$ cat config.mk
export PLATFORM = sky130hd
export DESIGN_NAME = pixop_engine
export DESIGN_NICKNAME = d
export VERILOG_FILES = /design/src/rtl/pixop_pkg.sv /design/src/rtl/pixop_bitpick.sv /design/src/rtl/pixop_fwd.sv /design/src/rtl/pixop_seq.sv /design/src/rtl/pixop_engine.sv
export SDC_FILE = /design/constraint.sdc
export NUM_CORES = 1
export LEC_CHECK = 0
export BUFFER_PORTS_ARGS = -buffer_cell sky130_fd_sc_hd__buf_2
export CAP_MARGIN = 10
export CORE_ASPECT_RATIO = 0.9
export CORE_MARGIN = 10
export CORE_UTILIZATION = 61
export CTS_BUF_LIST = sky130_fd_sc_hd__clkbuf_8
export CTS_CLUSTER_SIZE = 30
export DETAILED_ROUTE_END_ITERATION = 16
export PLACE_DENSITY = 0.89
export SYNTH_ARGS = -nofsm -noshare
export SYNTH_HDL_FRONTEND = slang
export SYNTH_HIERARCHICAL = 1
export SYNTH_SLANG_ARGS = --single-unit
$ cat constraint.sdc
create_clock -name clk -period 6.6 [get_ports clk]
set_input_delay 1.32 -clock clk [delete_from_list [all_inputs] [get_ports clk]]
set_output_delay 1.32 -clock clk [all_outputs]
set_load 0.03 [all_outputs]
$ cat src/rtl/pixop_pkg.sv
// Shared types for the stipple/blit pixel engine.
// Assumes one 8-bit index plane and two 32-bit side planes per pixel.
package pixop_pkg;
    localparam int PIX_W  = 8;
    localparam int WIDE_W = 32;
    localparam int RGB_W  = 24;

    // Register window selected by the bus decoder in front of the engine
    typedef enum logic [1:0] {
        WIN_STIP  = 2'd0,
        WIN_BLIT  = 2'd1,
        WIN_RSTIP = 2'd2,
        WIN_RBLIT = 2'd3
    } win_e;

    // Sequencer state
    typedef enum logic [1:0] {
        ST_IDLE = 2'd0,
        ST_STIP = 2'd1,
        ST_FILL = 2'd2,
        ST_COPY = 2'd3
    } run_e;

    // One pixel across all three planes
    typedef struct packed {
        logic [PIX_W-1:0]  pix;
        logic [WIDE_W-1:0] p32;
        logic [WIDE_W-1:0] ctl;
    } pel_t;
endpackage

$ cat src/rtl/pixop_bitpick.sv
// Finds the most significant set bit of a stipple mask, reports it as an
// offset counted from the MSB (MSB -> 0) and returns the mask without it.
// Assumes the caller only uses off_o while any_o is high.
module pixop_bitpick #(
    parameter int MASK_W = 32,
    localparam int OFF_W = $clog2(MASK_W)
) (
    input  logic [MASK_W-1:0] mask_i,
    output logic              any_o,
    output logic [OFF_W-1:0]  off_o,
    output logic [MASK_W-1:0] rest_o
);
    logic [MASK_W-1:0] above;   // some higher bit is set
    logic [MASK_W-1:0] first;   // one-hot highest set bit

    assign above[MASK_W-1] = 1'b0;
    genvar g;
    generate
        for (g = 0; g < MASK_W - 1; g++) begin : g_chain
            assign above[g] = above[g+1] | mask_i[g+1];
        end
        for (g = 0; g < MASK_W; g++) begin : g_first
            assign first[g] = mask_i[g] & ~above[g];
        end
    endgenerate

    // Encode the one-hot pick as an MSB-relative offset
    always_comb begin
        off_o = '0;
        for (int i = 0; i < MASK_W; i++) begin
            if (first[i]) off_o = OFF_W'(MASK_W - 1 - i);
        end
    end

    assign any_o  = |mask_i;
    assign rest_o = mask_i & ~first;
endmodule

$ cat src/rtl/pixop_fwd.sv
// Copy read stage: returns the source pixel for the write issued one cycle
// after its read. If the read hit the pixel being written in that same
// cycle, the memory returns stale data, so the written value is replayed.
// Assumes a memory with one-cycle read latency and read-before-write.
module pixop_fwd
    import pixop_pkg::*;
#(
    parameter int MEM_AW = 24
) (
    input  logic              clk,
    input  logic              rst_n,
    input  logic              rd_en_i,
    input  logic [MEM_AW-1:0] rd_addr_i,
    input  logic              wr_en_i,
    input  logic [MEM_AW-1:0] wr_addr_i,
    input  pel_t              wr_pel_i,
    input  pel_t              mem_pel_i,
    output pel_t              src_pel_o
);
    logic hit_q;
    pel_t hold_q;

    // Record whether this read collides with the concurrent write
    always_ff @(posedge clk) begin
        if (!rst_n) begin
            hit_q  <= 1'b0;
            hold_q <= '0;
        end else if (rd_en_i) begin
            hit_q  <= wr_en_i && (wr_addr_i == rd_addr_i);
            hold_q <= wr_pel_i;
        end else begin
            hit_q  <= 1'b0;
        end
    end

    assign src_pel_o = hit_q ? hold_q : mem_pel_i;

    // a forwarded value always stems from a read issued the cycle before
    fwd_after_read_chk: assert property (@(posedge clk) disable iff (!rst_n)
        hit_q |-> $past(rd_en_i) && $past(wr_en_i));
endmodule

$ cat src/rtl/pixop_seq.sv
// Run sequencer: walks a stipple mask, a fill run or a copy run one pixel
// per cycle and drives the pixel-memory port. Launch pulses are only
// presented while idle; the colour input stays stable during a run.
module pixop_seq
    import pixop_pkg::*;
#(
    parameter int MEM_AW = 24,
    parameter int MASK_W = 32,
    localparam int LEN_W = $clog2(MASK_W),
    localparam int RUNC_W = LEN_W + 2
) (
    input  logic              clk,
    input  logic              rst_n,
    input  logic              go_stip_i,
    input  logic              go_blit_i,
    input  logic              raw_i,
    input  logic              deep_i,
    input  logic [MEM_AW-1:0] dst_i,
    input  logic [MEM_AW-1:0] src_i,
    input  logic [LEN_W-1:0]  len_m1_i,
    input  logic [MASK_W-1:0] mask_i,
    input  logic [WIDE_W-1:0] color_i,
    output logic [MASK_W-1:0] mask_o,
    input  logic [LEN_W-1:0]  pick_off_i,
    input  logic [MASK_W-1:0] pick_rest_i,
    input  pel_t              copy_pel_i,
    output logic              busy_o,
    output logic              rd_en_o,
    output logic [MEM_AW-1:0] rd_addr_o,
    output logic              wr_en_o,
    output logic [MEM_AW-1:0] wr_addr_o,
    output pel_t              wr_pel_o,
    output logic              wr_p32_en_o,
    output logic              wr_ctl_en_o
);
    run_e              state_q;
    logic [MEM_AW-1:0] dst_q, src_q;
    logic [LEN_W-1:0]  cnt_q;
    logic [MASK_W-1:0] mask_q;
    logic              raw_q, deep_q, rd_on_q, wr_vld_q;
    pel_t              solid;
    logic [WIDE_W-RGB_W-1:0] unused_color_hi;

    assign unused_color_hi = color_i[WIDE_W-1:RGB_W];
    assign mask_o = mask_q;

    // Pixel value used by stipple and fill
    always_comb begin
        solid.pix = color_i[PIX_W-1:0];
        solid.p32 = {{(WIDE_W-RGB_W){1'b0}}, color_i[RGB_W-1:0]};
        solid.ctl = {{(WIDE_W-RGB_W){1'b0}}, color_i[RGB_W-1:0]};
    end

    // Memory port drive for the current state
    always_comb begin
        busy_o    = (state_q != ST_IDLE);
        rd_en_o   = (state_q == ST_COPY) && rd_on_q;
        rd_addr_o = src_q;
        wr_en_o   = 1'b0;
        wr_addr_o = dst_q;
        wr_pel_o  = solid;
        case (state_q)
            ST_STIP: begin
                wr_en_o   = 1'b1;
                wr_addr_o = dst_q + MEM_AW'(pick_off_i);
            end
            ST_FILL: wr_en_o = 1'b1;
            ST_COPY: begin
                wr_en_o  = wr_vld_q;
                wr_pel_o = copy_pel_i;
            end
            default: wr_en_o = 1'b0;
        endcase
        wr_p32_en_o = wr_en_o && deep_q;
        wr_ctl_en_o = wr_en_o && deep_q && raw_q;
    end

    // Run state, pointers and counters
    always_ff @(posedge clk) begin
        if (!rst_n) begin
            state_q  <= ST_IDLE;
            dst_q    <= '0;
            src_q    <= '0;
            cnt_q    <= '0;
            mask_q   <= '0;
            raw_q    <= 1'b0;
            deep_q   <= 1'b0;
            rd_on_q  <= 1'b0;
            wr_vld_q <= 1'b0;
        end else begin
            case (state_q)
                ST_IDLE: begin
                    raw_q  <= raw_i;
                    deep_q <= deep_i;
                    dst_q  <= dst_i;
                    if (go_stip_i && (mask_i != '0)) begin
                        mask_q  <= mask_i;
                        state_q <= ST_STIP;
                    end else if (go_blit_i) begin
                        src_q    <= src_i;
                        cnt_q    <= len_m1_i;
                        rd_on_q  <= 1'b1;
                        wr_vld_q <= 1'b0;
                        state_q  <= (&src_i) ? ST_FILL : ST_COPY;
                    end
                end
                ST_STIP: begin
                    mask_q <= pick_rest_i;
                    if (pick_rest_i == '0) state_q <= ST_IDLE;
                end
                ST_FILL: begin
                    dst_q <= dst_q + 1'b1;
                    if (cnt_q == '0) state_q <= ST_IDLE;
                    else             cnt_q   <= cnt_q - 1'b1;
                end
                ST_COPY: begin
                    if (rd_on_q) begin
                        src_q <= src_q + 1'b1;
                        if (cnt_q == '0) rd_on_q <= 1'b0;
                        else             cnt_q   <= cnt_q - 1'b1;
                    end
                    wr_vld_q <= rd_on_q;
                    if (wr_vld_q) dst_q <= dst_q + 1'b1;
                    if (wr_vld_q && !rd_on_q) state_q <= ST_IDLE;
                end
                default: state_q <= ST_IDLE;
            endcase
        end
    end

    // Checker state: length of the current busy stretch
    logic [RUNC_W-1:0] run_len_q;
    always_ff @(posedge clk) begin
        if (!rst_n)       run_len_q <= '0;
        else if (busy_o)  run_len_q <= run_len_q + 1'b1;
        else              run_len_q <= '0;
    end


    idle_quiet_chk: assert property (@(posedge clk) disable iff (!rst_n)
        !busy_o |-> !wr_en_o && !rd_en_o);

    pick_hit_chk: assert property (@(posedge clk) disable iff (!rst_n)
        (state_q == ST_STIP) |-> mask_q[MASK_W-1-int'(pick_off_i)]);

    wr_ascend_chk: assert property (@(posedge clk) disable iff (!rst_n)
        busy_o && $past(busy_o) && wr_en_o && $past(wr_en_o)
        |-> wr_addr_o > $past(wr_addr_o));

    ctl_needs_wide_chk: assert property (@(posedge clk) disable iff (!rst_n)
        wr_ctl_en_o |-> wr_p32_en_o && wr_en_o);

    run_bound_chk: assert property (@(posedge clk) disable iff (!rst_n)
        run_len_q <= RUNC_W'(MASK_W + 1));
endmodule

$ cat src/rtl/pixop_engine.sv
// Stipple/blit pixel engine top: decodes the register port into colour
// stores and operation launches, and ties the sequencer, mask picker and
// copy forwarding stage to the pixel-memory port.
// Assumes the pixel memory reads with one cycle of latency.
module pixop_engine
    import pixop_pkg::*;
#(
    parameter int DST_W  = 20,
    parameter int MEM_AW = 24,
    parameter int MASK_W = 32,
    localparam int LEN_W  = $clog2(MASK_W),
    localparam int ADDR_W = DST_W + 3
) (
    input  logic              clk,
    input  logic              rst_n,
    input  logic              deep_en,
    input  logic              req_valid,
    input  logic              req_write,
    input  logic [1:0]        req_win,
    input  logic [ADDR_W-1:0] req_addr,
    input  logic [WIDE_W-1:0] req_wdata,
    output logic              req_ready,
    output logic [WIDE_W-1:0] rsp_rdata,
    output logic              busy,
    output logic              mem_rd_en,
    output logic [MEM_AW-1:0] mem_rd_addr,
    input  logic [PIX_W-1:0]  mem_rd_pix,
    input  logic [WIDE_W-1:0] mem_rd_p32,
    input  logic [WIDE_W-1:0] mem_rd_ctl,
    output logic              mem_wr_en,
    output logic [MEM_AW-1:0] mem_wr_addr,
    output logic [PIX_W-1:0]  mem_wr_pix,
    output logic              mem_wr_p32_en,
    output logic [WIDE_W-1:0] mem_wr_p32,
    output logic              mem_wr_ctl_en,
    output logic [WIDE_W-1:0] mem_wr_ctl
);
    logic [WIDE_W-1:0] color_q;
    logic              take_wr, store_color, go_stip, go_blit;
    logic [MASK_W-1:0] mask_cur, pick_rest;
    logic [LEN_W-1:0]  pick_off;
    logic              pick_any;
    logic [1:0]        unused_lsb;
    pel_t              mem_pel, copy_pel, wr_pel;

    assign unused_lsb = req_addr[1:0];

    // Register port decode
    assign take_wr     = req_valid && req_ready && req_write;
    assign store_color = take_wr && !req_addr[2];
    assign go_stip     = take_wr && req_addr[2] && !req_win[0];
    assign go_blit     = take_wr && req_addr[2] &&  req_win[0];
    assign req_ready   = !busy;
    assign rsp_rdata   = '0;

    // Colour latch, written by the first access of each pair
    always_ff @(posedge clk) begin
        if (!rst_n)           color_q <= '0;
        else if (store_color) color_q <= req_wdata;
    end

    assign mem_pel.pix = mem_rd_pix;
    assign mem_pel.p32 = mem_rd_p32;
    assign mem_pel.ctl = mem_rd_ctl;

    pixop_seq #(.MEM_AW(MEM_AW), .MASK_W(MASK_W)) u_seq (
        .clk         (clk),
        .rst_n       (rst_n),
        .go_stip_i   (go_stip),
        .go_blit_i   (go_blit),
        .raw_i       (req_win[1]),
        .deep_i      (deep_en),
        .dst_i       (MEM_AW'(req_addr[ADDR_W-1:3])),
        .src_i       (req_wdata[MEM_AW-1:0]),
        .len_m1_i    (req_wdata[MEM_AW +: LEN_W]),
        .mask_i      (req_wdata[MASK_W-1:0]),
        .color_i     (color_q),
        .mask_o      (mask_cur),
        .pick_off_i  (pick_off),
        .pick_rest_i (pick_rest),
        .copy_pel_i  (copy_pel),
        .busy_o      (busy),
        .rd_en_o     (mem_rd_en),
        .rd_addr_o   (mem_rd_addr),
        .wr_en_o     (mem_wr_en),
        .wr_addr_o   (mem_wr_addr),
        .wr_pel_o    (wr_pel),
        .wr_p32_en_o (mem_wr_p32_en),
        .wr_ctl_en_o (mem_wr_ctl_en)
    );

    pixop_bitpick #(.MASK_W(MASK_W)) u_pick (
        .mask_i (mask_cur),
        .any_o  (pick_any),
        .off_o  (pick_off),
        .rest_o (pick_rest)
    );

    pixop_fwd #(.MEM_AW(MEM_AW)) u_fwd (
        .clk       (clk),
        .rst_n     (rst_n),
        .rd_en_i   (mem_rd_en),
        .rd_addr_i (mem_rd_addr),
        .wr_en_i   (mem_wr_en),
        .wr_addr_i (mem_wr_addr),
        .wr_pel_i  (wr_pel),
        .mem_pel_i (mem_pel),
        .src_pel_o (copy_pel)
    );

    assign mem_wr_pix = wr_pel.pix;
    assign mem_wr_p32 = wr_pel.p32;
    assign mem_wr_ctl = wr_pel.ctl;


    stip_has_bit_chk: assert property (@(posedge clk) disable iff (!rst_n)
        go_stip && (req_wdata[MASK_W-1:0] != '0) |=> busy && pick_any);

    ready_low_chk: assert property (@(posedge clk) disable iff (!rst_n)
        go_blit |=> busy && !req_ready);

    color_hold_chk: assert property (@(posedge clk) disable iff (!rst_n)
        busy |=> $stable(color_q));
endmodule

==> impl_metrics.csv <==
group,metric,value,unit
timing,fin_skew,0.01431,ns
final_layout,drive_gt1_share,24.45,%
drt,dr.pass1.iters,6,
drt,drt-total-wl,41010,um
power_and_ir_drop,leakagePower,5.863,nW
timing,hold_viol,0,
clocking,cts.sinks,188,
power_and_ir_drop,ir_drop,0.1572,mV
outcome,status,"complete, no violations",
place,gp_congestion,0.9724,
clocking,clock_path_buffers,2,
global_route,grt_max_degree,110,
drt,drt_iter0_drc,1627,
place,place_area,0.01366,sq mm
timing,tns,0,ns
floorplan,die_h,156.2,um
yosys,synth-warning-count,6,
timing,drv_slew,0,
critical_path,slowest_delay,0.73,ns
timing,slew_headroom,21.76,%
critical_path,crit_end,"mem_wr_addr[16]",
critical_path,cp_max_fo,9,
place,dp_hpwl,29400,um
floorplan,pin_count,292,
yosys,avgSynthCellArea,8.215,sq um
critical_path,critPathArrivalTime,4.92,ns
place,place.port_buffers,257,
worst_hold_path,hold_path_class,"reg2reg",
final_layout,fin_cells,1979,
power_and_ir_drop,total_power,3.864,mW
critical_path,end_kind,"primary output",
clocking,clk_latency,0.47,ns
floorplan,die_area,0.02677,sq mm
drt,drc,0,
global_route,antenna_found_initial,1,
final_layout,synthToLayoutAreaGrowth,12.00,%
yosys,synth_cells,1531,
place,dp.cells,1946,
global_route,grt_pass1_wl,63250,um
timing,rsz0062_at_grt,"no",
timing,min_period,6.240,ns
critical_path,r2r_cells,15,
critical_path,path_delay_family,"simple AND/OR/NAND/NOR gates",
critical_path,reg2reg_from,"u_seq/mask_o[31]",
timing,tightestPinTransition,1.164,ns
timing,setup_violations,0,
critical_path,r2r_end,"u_fwd/hit_q",
critical_path,worst-path-stages,12,
floorplan,rows,49,
drt,wire_per_inst,20.72,um
clocking,clkTransAtPathRegs,0.10,ns
critical_path,cp.required,5.28,ns
critical_path,path_cells,"nor4_4 > nand3_2 > nor2_1 > nand2_1 > o221ai_1 > ha_1 > a21o_1 > a21o_1 > a21oi_1 > nor4_1 > xor2_1 > buf_2",
floorplan,initial_core_util,62.54,%
critical_path,critical_path.startpoint_type,"flop",
drt,via_per_inst,6.353,
critical_path,critPathKind,"reg2out",
timing,fmax,0.1603,GHz
yosys,netlist_area,0.01258,sq mm
global_route,grtUsageTotal,28.95,%
final_layout,final_area,0.01409,sq mm
global_route,grt_overflow,0,
critical_path,cp_slowest_cell,"a21oi_1",
drt,ant_nets,0,
critical_path,ff2ff_setup_slack,1.44,ns
clocking,cts_tree,"yes",
global_route,grt_pass1_vias,12050,
drt,vias,12570,
clocking,cts-root-buf,"clkbuf_8",
floorplan,core_area,0.02011,sq mm
timing,fin_crit_sh,94.55,%
critical_path,startpoint,"u_seq/mask_o[31]",
critical_path,critical_path.n_buffers_inverters,1,
job,maxCapViolCount,0,
clocking,cts_inserted_buffers,17,
floorplan,die_width,171.4,um
power_and_ir_drop,power_density,274.3,mW/mm^2
final_layout,nNetsFinal,1860,
critical_path,cpMostUsedCell,"a21o_1",
clocking,cts.htree.levels,4,
## layer usage
metal	global-route usage, %	routed length, um	vias up
met3	8.073	4346	110
met4	12.12	1375	0
met2	46.35	19350	746
met1	35.90	15930	5913
li1	-	-	5804
met5	0	0	-
## cells in the final DEF (no fill, tap or decap), drive strengths merged, types with 5 or more instances in the layout
cell type	instances
or2	5
a211oi	54
a32o	5
o41a	5
or4	6
a21oi	42
or3	9
conb	37
mux2i	132
nand3	30
ha	15
nor4	42
xor2	34
dfxtp	188
xnor2	12
o32ai	13
and2	33
clkbuf	18
nor2	63
mux2	75
a31oi	7
a21o	13
o22ai	7
o31a	12
nor2b	80
buf	272
and3	9
and4	6
o21a	9
o21ai	39
o31ai	11
nand4	27
nand2	257
a22oi	7
inv	26
nor3	57
## area by class of cell
cell class	instances	area, sq um
multi-input combinational	1209	8099
antenna	2	5.005
sequential	188	3765
clock inverter	13	166.4
timing repair buffer	272	1401
fill	1650	6023
tap	255	319.1
clock buffer	18	247.7
inverter	22	82.58
## metrics by stage
stage | hold WS (ns) | utilization (%) | worst slack [ns]
2_1_floorplan | 0.4348 | - | 1.233
3_3_place_gp | 0.4449 | 67.92 | 0.9741
3_5_place_dp | 0.4478 | 67.92 | 0.8897
4_1_cts | 0.4646 | 69.98 | 0.2813
5_1_grt | 0.4767 | 70.03 | 0.1375
6_report | 0.4604 | 70.05 | 0.3598
## worst min path at each step
| stage | from | endpoint | slack (ns) | cells after the start |
|---|---|---|---|---|
| after floorplan | color_q[0] | color_q[0] | 0.43 | 2 |
| after global routing | color_q[12] | color_q[12] | 0.48 | 2 |
| after detailed placement | color_q[20] | color_q[20] | 0.45 | 2 |
| after CTS | color_q[12] | color_q[12] | 0.46 | 2 |
| after global placement | color_q[13] | color_q[13] | 0.44 | 2 |
| final | color_q[22] | color_q[22] | 0.46 | 2 |
## timing repair
action / in CTS / in global routing
hold buffers: 0 / 0
buffers inserted: 0 / 0
setup endpoints to repair: 0 / 7
resized for setup: 0 / 1
## report_power, final
group | leakage, nW | switching [mW] | internal, mW | total (mW)
sequential | 1.53 | 0.142 | 1.23 | 1.37
clock | 0.207 | 0.440 | 0.386 | 0.826
combinational | 4.13 | 1.06 | 0.607 | 1.67
## worst reg2reg max path: cells and delay by family, from the launching register on
family | cells | cell delay [ns]
AND/OR/NAND/NOR | 8 | 2.46
AO/OA/AOI/OAI | 4 | 1.46
flip-flops | 1 | 0.43
XOR/XNOR | 2 | 0.40
adder cells (fa/ha/maj) | 1 | 0.33
## flip-flops by register name, summed over array words and instances (netlist names)
signal and count:
u_seq/raw_q 1, u_seq/state_q 2, u_seq/cnt_q 5, u_seq/deep_q 1, u_seq/dst_q 24, u_seq/wr_vld_q 1
u_fwd/hit_q 1, u_fwd/hold_q 72, color_q 24, u_seq/mask_o 32, u_seq/rd_on_q 1, u_seq/rd_addr_o 24
Power figures use the tool's default switching activity.
